### src/rtl/hlm_pkg.sv
package hlm_pkg;
   function automatic logic [31:0] sat_add32(input logic [31:0] a, input logic [31:0] b,
                                             input logic [31:0] lim);
      logic [32:0] s;
      s = {1'b0, a} + {1'b0, b};
      return (s >= {1'b0, lim}) ? lim : s[31:0];
   endfunction
endpackage

### src/rtl/hlm_cnt_slot.sv
module hlm_cnt_slot #(
   parameter int MW = 12
) (
   input  logic          clk,
   input  logic          rst_n,
   input  logic          clr_i,
   input  logic          upd_i,
   input  logic          better_i,
   input  logic          flip_i,
   input  logic [MW-1:0] dist_i,
   input  logic [MW-1:0] old_best_i,
   input  logic [MW-1:0] clip_i,
   output logic [MW-1:0] metric_o
);
   localparam logic [MW-1:0] INF = '1;

   logic [MW-1:0] met_q, met_d, seed;

   always_comb begin
      seed  = flip_i ? old_best_i : met_q;
      met_d = met_q;
      if (clr_i) begin
         met_d = INF;
      end else if (upd_i) begin
         if (better_i) begin
            met_d = (seed < clip_i) ? seed : clip_i;
         end else if (flip_i && (dist_i < met_q)) begin
            met_d = dist_i;
         end
      end
   end

   always_ff @(posedge clk or negedge rst_n) begin
      if (!rst_n) met_q <= INF;
      else        met_q <= met_d;
   end

   assign metric_o = met_q;

   p_clr_inf_r1: assert property (@(posedge clk) disable iff (!rst_n)
      clr_i |=> metric_o == INF);
   p_clip_r4: assert property (@(posedge clk) disable iff (!rst_n)
      (upd_i && better_i && !clr_i) |=> metric_o <= $past(clip_i));
   p_no_raise_r3: assert property (@(posedge clk) disable iff (!rst_n)
      !clr_i |=> metric_o <= $past(metric_o));
endmodule

### src/rtl/hlm_soft_map.sv
module hlm_soft_map #(
   parameter int MW          = 12,
   parameter bit ONE_IS_POS  = 1'b1
) (
   input  logic [MW-1:0] cnt_i,
   input  logic [MW-1:0] best_i,
   input  logic          bit_i,
   input  logic [MW-1:0] lmax_i,
   output logic [MW:0]   soft_o
);
   localparam logic [MW-1:0] INF = '1;

   logic [MW-1:0] mag;
   logic          pos;

   assign mag = (cnt_i == INF) ? lmax_i : (cnt_i - best_i);

   generate
      if (ONE_IS_POS) begin : g_pos_one
         assign pos = bit_i;
      end else begin : g_pos_zero
         assign pos = ~bit_i;
      end
   endgenerate

   assign soft_o = pos ? {1'b0, mag} : (~{1'b0, mag} + 1'b1);
endmodule

### src/rtl/soft_hyp_list.sv
module soft_hyp_list #(
   parameter int NSTREAM    = 4,
   parameter int BPS        = 4,
   parameter int MW         = 12,
   parameter bit ONE_IS_POS = 1'b1
) (
   input  logic                        clk,
   input  logic                        rst_n,
   input  logic                        start_i,
   input  logic                        leaf_vld_i,
   input  logic [NSTREAM*BPS-1:0]      leaf_lbl_i,
   input  logic [MW-1:0]               leaf_dist_i,
   input  logic [MW-1:0]               lmax_i,
   input  logic                        finish_i,
   output logic [NSTREAM*BPS*(MW+1)-1:0] soft_o,
   output logic                        soft_vld_o
);
   import hlm_pkg::*;

   localparam int NB = NSTREAM * BPS;
   localparam int SW = MW + 1;
   localparam logic [MW-1:0] INF = '1;

   initial begin
      assert (NSTREAM >= 1) else $error("NSTREAM must be at least 1");
      assert (BPS >= 1)     else $error("BPS must be at least 1");
      assert (MW >= 2 && MW <= 31) else $error("MW out of range");
   end

   logic [MW-1:0] best_q;
   logic [NB-1:0] best_lbl_q;
   logic          upd, better;
   logic [NB-1:0] flip;
   logic [MW-1:0] clip_lim;
   logic [31:0]   clip_wide;
   logic [MW-1:0] cnt [NB];
   logic [NB*SW-1:0] soft_c, soft_q;
   logic          vld_q;

   assign upd       = leaf_vld_i && !start_i;
   assign better    = upd && (leaf_dist_i < best_q);
   assign flip      = leaf_lbl_i ^ best_lbl_q;
   assign clip_wide = sat_add32(32'(leaf_dist_i), 32'(lmax_i), 32'(INF));
   assign clip_lim  = clip_wide[MW-1:0];

   always_ff @(posedge clk or negedge rst_n) begin
      if (!rst_n) begin
         best_q     <= INF;
         best_lbl_q <= '0;
      end else if (start_i) begin
         best_q     <= INF;
         best_lbl_q <= '0;
      end else if (better) begin
         best_q     <= leaf_dist_i;
         best_lbl_q <= leaf_lbl_i;
      end
   end

   generate
      for (genvar k = 0; k < NB; k++) begin : g_slot
         hlm_cnt_slot #(.MW(MW)) i_slot (
            .clk        (clk),
            .rst_n      (rst_n),
            .clr_i      (start_i),
            .upd_i      (upd),
            .better_i   (better),
            .flip_i     (flip[k]),
            .dist_i     (leaf_dist_i),
            .old_best_i (best_q),
            .clip_i     (clip_lim),
            .metric_o   (cnt[k])
         );
         hlm_soft_map #(.MW(MW), .ONE_IS_POS(ONE_IS_POS)) i_map (
            .cnt_i  (cnt[k]),
            .best_i (best_q),
            .bit_i  (best_lbl_q[k]),
            .lmax_i (lmax_i),
            .soft_o (soft_c[k*SW +: SW])
         );
         p_cnt_ge_best_r5: assert property (@(posedge clk) disable iff (!rst_n)
            cnt[k] >= best_q);
      end
   endgenerate

   always_ff @(posedge clk or negedge rst_n) begin
      if (!rst_n) begin
         soft_q <= '0;
         vld_q  <= 1'b0;
      end else begin
         vld_q <= finish_i;
         if (finish_i) soft_q <= soft_c;
      end
   end

   assign soft_o     = soft_q;
   assign soft_vld_o = vld_q;

   p_best_mono_r2: assert property (@(posedge clk) disable iff (!rst_n)
      !start_i |=> best_q <= $past(best_q));
   p_start_prio_r9: assert property (@(posedge clk) disable iff (!rst_n)
      start_i |=> (best_q == INF) && (best_lbl_q == '0));
   p_vld_pulse_r10: assert property (@(posedge clk) disable iff (!rst_n)
      finish_i |=> soft_vld_o);
   p_vld_idle_r10: assert property (@(posedge clk) disable iff (!rst_n)
      !finish_i |=> !soft_vld_o);
   p_sat_nowrap_r8: assert property (@(posedge clk) disable iff (!rst_n)
      leaf_vld_i |-> (clip_lim >= leaf_dist_i) && (clip_lim >= lmax_i));
endmodule

### config.mk
export PLATFORM = sky130hd
export DESIGN_NAME = soft_hyp_list
export DESIGN_NICKNAME = d
export VERILOG_FILES = /design/src/rtl/hlm_pkg.sv /design/src/rtl/hlm_cnt_slot.sv /design/src/rtl/hlm_soft_map.sv /design/src/rtl/soft_hyp_list.sv
export SDC_FILE = /design/constraint.sdc
export NUM_CORES = 2
export LEC_CHECK = 0
export BUFFER_PORTS_ARGS = -buffer_cell sky130_fd_sc_hd__buf_4
export CORE_MARGIN = 5
export CORE_UTILIZATION = 38
export CTS_CLUSTER_DIAMETER = 200
export DETAILED_ROUTE_END_ITERATION = 10
export PLACE_DENSITY = 0.55
export SYNTH_ARGS = -nofsm -noshare
export SYNTH_HDL_FRONTEND = slang
export SYNTH_SLANG_ARGS = --single-unit
### constraint.sdc
create_clock -name clk -period 4.7 [get_ports clk]
set_input_delay 0 -clock clk [delete_from_list [all_inputs] [get_ports clk]]
set_output_delay 0 -clock clk [all_outputs]
set_load 0.05 [all_outputs]
Word level (Yosys, flattened, before mapping)
Cells that the tools add are included.

word-level totals
  register bits after elaboration = 429
  output and inout port bits = 209
  word-level logic and storage cells = 306

cells by class
  $add $sub $neg = 33
  $lt $le $gt $ge = 34
  equality and inequality tests = 16
  mux-type cells = 133
  bitwise gates (word level) = 17
  reductions and logical operators = 53

operators by type and width
  kind                                                                  number
  2-to-1 mux 12 bit                                                     115
  < comparator 12 bit                                                   33
  adder 13 x 1 -> 13 bit (second input constant)                        16
  2-to-1 mux 13 bit                                                     16
  NOT 12 -> 13 bit                                                      16
  equality test 12 bit (second input constant)                          16
  subtractor 12 bit                                                     16
  nonzero test 3 bit                                                    16
  2-to-1 mux 16 bit                                                     2
  AND reduction 2 bit                                                   16
  logical AND 1 bit                                                     18
  XOR 16 bit                                                            1
  adder 12 x 12 -> 13 bit                                               1
  greater-or-equal comparator 13 x 12 -> 1 bit (second input constant)  1
  nonzero test 2 bit                                                    2
  zero test 1 bit                                                       1

Logic depth before layout (Yosys ltp)
  depth after elaboration = 8
  depth in mapped cells = 20
  depth with buffers taken out = 19

Hierarchy
A second synthesis with hierarchy kept.

second synthesis, totals
  cell total of the unflattened synthesis = 6326
  area total of the unflattened synthesis = 53527.6 um^2

by module, submodules not included
  module                               times used  cells an instance  area an instance (um^2)  seq. area each (um^2)
  hlm_soft_map (g_slot[10].i_map ...)  14          175                1260.0                   0.0
  hlm_cnt_slot (g_slot[0].i_slot ...)  10          176                1426.4                   315.3
  soft_hyp_list                        1           698                10062.2                  5945.7
  hlm_cnt_slot (g_slot[1].i_slot ...)  6           178                1507.7                   315.3
  hlm_soft_map (g_slot[9].i_map)       1           173                1278.7                   0.0
  hlm_soft_map (g_slot[0].i_map)       1           177                1237.4                   0.0

Least setup slack after synthesis
Ideal clock, no wire load.

  kind = reg-to-reg
  start point = register best_q[1]
  end point = register soft_q[193], in the netlist soft_o[193]
  data arrival time = 4.660 ns
  slack = -0.085 ns
  cell stages (with the launch flop) = 14
  buffers on the path = 1
  clock period less this slack = 4.785 ns
  cells stage by stage = dfstp_2 inv_1 clkbuf_1 ha_1 nor2b_1 o31a_1 o31a_1 o2111a_1 nor3_1 nand2_1 a2111oi_1 a31oi_1 xnor2_1 mux2_2

on the way
  word-level cells in the longest chain between the ends = 5

RTL lines
  item                    RTL line             RTL
  from (decl)             soft_hyp_list.sv:30  logic [MW-1:0] best_q;
  from (signal assigned)  soft_hyp_list.sv:54  best_q <= leaf_dist_i;
  subtractor 12 bit (*)   hlm_soft_map.sv:16   assign mag = (cnt_i == INF) ? lmax_i : (cnt_i - best_i);
  2-to-1 mux 12 bit (*)   hlm_soft_map.sv:16
  NOT 12 -> 13 bit        hlm_soft_map.sv:26   assign soft_o = pos ? {1'b0, mag} : (~{1'b0, mag} + 1'b1);
  adder 13 x 1 -> 13 bit  hlm_soft_map.sv:26
  2-to-1 mux 13 bit (*)   hlm_soft_map.sv:26
  to (signal assigned)    soft_hyp_list.sv:91  if (finish_i) soft_q <= soft_c;
  to (decl)               soft_hyp_list.sv:37  logic [NB*SW-1:0] soft_c, soft_q;

Every way passes the cells marked *; elsewhere a longest branch is shown, timed or not.
A chain may end at the register's enable or synchronous reset.

Final worst setup path
  start point = register best_q[5]
  end point = register soft_q[193], in the netlist soft_o[193]

Same word-level chain as after synthesis.

==> results.ini <==
[worst_setup_path]
startpoint_type=flip-flop
crit_fanout=10
crit_slowest_cell=clkinv_1
crit_cells=12
path_class=flip-flop to flip-flop
r2r-start=best_q[5]
cp_top_family=compound AO/OA/AOI/OAI gates
cp_slowest_stage_delay_ns=0.64
r2r_slack_ns=0.35
end_kind=flip-flop
cp.arrival_ns=4.88
startpoint=best_q[5]
cp_num_buf_inv=2
regToRegEndpoint=soft_o[193]
cp_cell_sequence=clkinv_1, buf_4, ha_1, o21a_1, o31a_1, o2111a_1, nor3_1, nand2_1, a2111oi_1, a31oi_1, xnor2_1, mux2_2
endpoint=soft_o[193]
ff2ff_path_depth=12
critPathRequiredTime_ns=5.22

[pwr]
p_leak_nw=23.7
irDropWorstVdd_mv=0.397
pwr_density_cell_nw_per_um2=544

[yosys]
synth_xor_area_share_pct=5.57
ys_async_sr_fraction_pct=100
ys_warn_count=0
yosys_register_bits=429
synth.top_cells.by_area=ha_1, dfrtp_1, dfstp_2, mux2i_1, nand2_1
synth-simple-area-share_pct=15.5
synth_compound_area_share_pct=22.8
postSynthAreaPerCell_sq_um=8.38
synth_cell_types=88
ys.flop_type=dfrtp_1
synth_edf_count=0
synth_mux_area_share_pct=9.86
yosys.area_share.adder_pct=16.2
ys_seq_area_share_pct=24.4
postSynthCellCount=5382
synth_top_area_cell=ha_1
netlist_area_sq_um=45100
syn-num-nets=5979
synth_top_area_share_pct=14.8
synth_top_family_by_area=compound AO/OA/AOI/OAI gates

[placed_design]
dp_slack_ns=0.0891
io_buffer_count=253
gp_congestion=0.968
post-dp-hpwl_um=139000

[run_status]
status=finished clean

[finish]
nNetsFinal=6252
layout_commonest_cell=nand2_1
area_delta_synth_final_pct=14.8
drive_above_1_share_pct=18.7
final_cell_mix=nand2_1, ha_1, buf_4, o21ai_0, nor2_1

[min_path]
hold_class=input port to asynchronous set/reset pin

[route]
drt_first_pass_iters=8
routed_wirelength_um=192000
drc=0
vias_per_cell=6.01
ant_nets=0
vias=43500
detail_route.wl_per_cell_um=26.6
dr.first_iter.drc_count=4098

[grt]
grt_pass1_vias=40800
antenna_found_initial=6
grt_max_degree=117
grt_usage_pct=29.4
grt_pass1_wl_um=279000
grt-ovfl-total=0

[die]
ios=254
die_w_um=354
fp-row-count=126
die_h_um=354
core_sq_um=118000
start_util_pct=38.2
dieArea_sq_um=126000

[sta]
finalSetupTns_ns=0
rsz0062_at_grt=false
finalSetupViolations=0
timing.final.crit_period_ns=4.35
slew_viol_final=0
setup_slack_ns=0.348
slew_headroom_pct=20.8
finalCritPeriodShare_pct=92.6
finClkSkew_ns=0.0201
max_freq_mhz=230
worst_slew_pin_slew_ns=1.18
final_hold_viol_count=0

[clock_tree]
cts_setup_buffers=0
clockBufferDepth=3
cts_sinks=429
cts_max_level=2
clock_latency_ns=0.65
cts_buffers=51
path_clk_slew_ns=0.06
tritoncts=done
root_buffer=clkbuf_16

[flow_run]
maxCapViolCount=0

## state kept, by name, indices dropped and copies added (netlist names)
register                count
soft_o                    208
g_slot.i_slot.metric_o    192
best_lbl_q                 16
best_q                     12
soft_vld_o                  1
## synth_stat cells (15+ instances only)
| cell type | instances |
|---|---|
| a2111oi_0 | 18 |
| nand4_1 | 63 |
| ha_1 | 535 |
| o211ai_1 | 117 |
| nand2_1 | 629 |
| o32ai_1 | 15 |
| a211oi_1 | 59 |
| or3_1 | 56 |
| a31oi_1 | 71 |
| o311ai_0 | 30 |
| a211o_1 | 37 |
| clkbuf_1 | 203 |
| dfstp_2 | 204 |
| o21bai_1 | 26 |
| o211ai_2 | 41 |
| o2111a_1 | 16 |
| fa_1 | 17 |
| nor2b_1 | 44 |
| buf_1 | 22 |
| nand3_1 | 71 |
| a21oi_1 | 312 |
| xor2_1 | 110 |
| o2111ai_1 | 27 |
| xnor2_1 | 175 |
| nand2b_1 | 39 |
| buf_6 | 21 |
| dfrtp_1 | 225 |
| a21o_1 | 69 |
| mux2i_1 | 272 |
| nor3_1 | 80 |
| nor2_1 | 341 |
| buf_2 | 26 |
| o21ai_0 | 450 |
| inv_1 | 325 |
| and3_1 | 51 |
| nor4_1 | 24 |
| o31a_1 | 47 |
| o21a_1 | 71 |
| o22ai_1 | 16 |
| and2_1 | 40 |
| mux2_2 | 153 |
## cell families (layout without fill, tap and decap cells)
| logic type | count (synthesis) | count (layout) |
|---|---|---|
| other cells | 0 | 5 |
| compound gates | 1545 | 1545 |
| fa+ha+maj | 576 | 576 |
| flops | 429 | 429 |
| xor+xnor | 286 | 286 |
| simple gates | 1511 | 1511 |
| buf+inv | 610 | 923 |
| mux | 425 | 425 |
## power by group
part	internal [W]	leakage (nW)	switching, W
Combinational	0.00629	18.0	0.0108
Sequential	0.00521	4.83	0.00146
Clock	0.00258	0.893	0.00184
Total	0.0141	23.7	0.0141
## through the flow
step / utilization [%] / area, sq um / cells / total power [W] / hold slack, ns
5_1_grt: 43.9 / 51800 / 7231 / 0.0299 / 0.0859
3_3_place_gp: 42.2 / 49800 / 7119 / 0.0233 / 0.119
4_1_cts: 43.9 / 51800 / 7231 / 0.0281 / 0.0105
3_5_place_dp: 42.2 / 49800 / 7119 / 0.0236 / 0.114
6_report: 43.9 / 51800 / 7236 / 0.0282 / 0.0377
2_1_floorplan: - / 45100 / 5382 / 0.0180 / -0.296
## worst min path at each step
stage / from / endpoint / slack (ns) / cells after the start
floorplan: rst_n / best_lbl_q[0] / -0.30 / 0
global placement: rst_n / best_lbl_q[11] / 0.12 / 1
detailed placement: rst_n / best_lbl_q[11] / 0.11 / 1
CTS: rst_n / best_lbl_q[11] / 0.01 / 2
global route: rst_n / best_lbl_q[11] / 0.09 / 2
finish: rst_n / best_lbl_q[11] / 0.04 / 2
## layout make-up
class	count	area, sq um
repair buffers	505	4120
multi-input cells	4343	31700
clock buffers	63	1460
well taps	1536	1920
fillers	11700	66200
inverters	325	1220
diodes	5	12.5
flip-flops and latches	429	11000
clock inverters	30	345
## layer usage
layer	share of wire [%]	track usage [%]	wire length, um	vias up
met5	0.0068	0	13	-
met4	5.5	13.6	10600	2
met3	8.9	6.23	17000	443
met2	43	45.0	81800	1831
met1	43	39.9	82900	21000
li1	-	-	-	20200
## timing repair
action                                 in CTS  in global routing
resized for setup                           0                  0
endpoints found under the hold margin     223                  0
hold buffers                               19                  0
No activity file was read; power rests on OpenSTA's default activity.
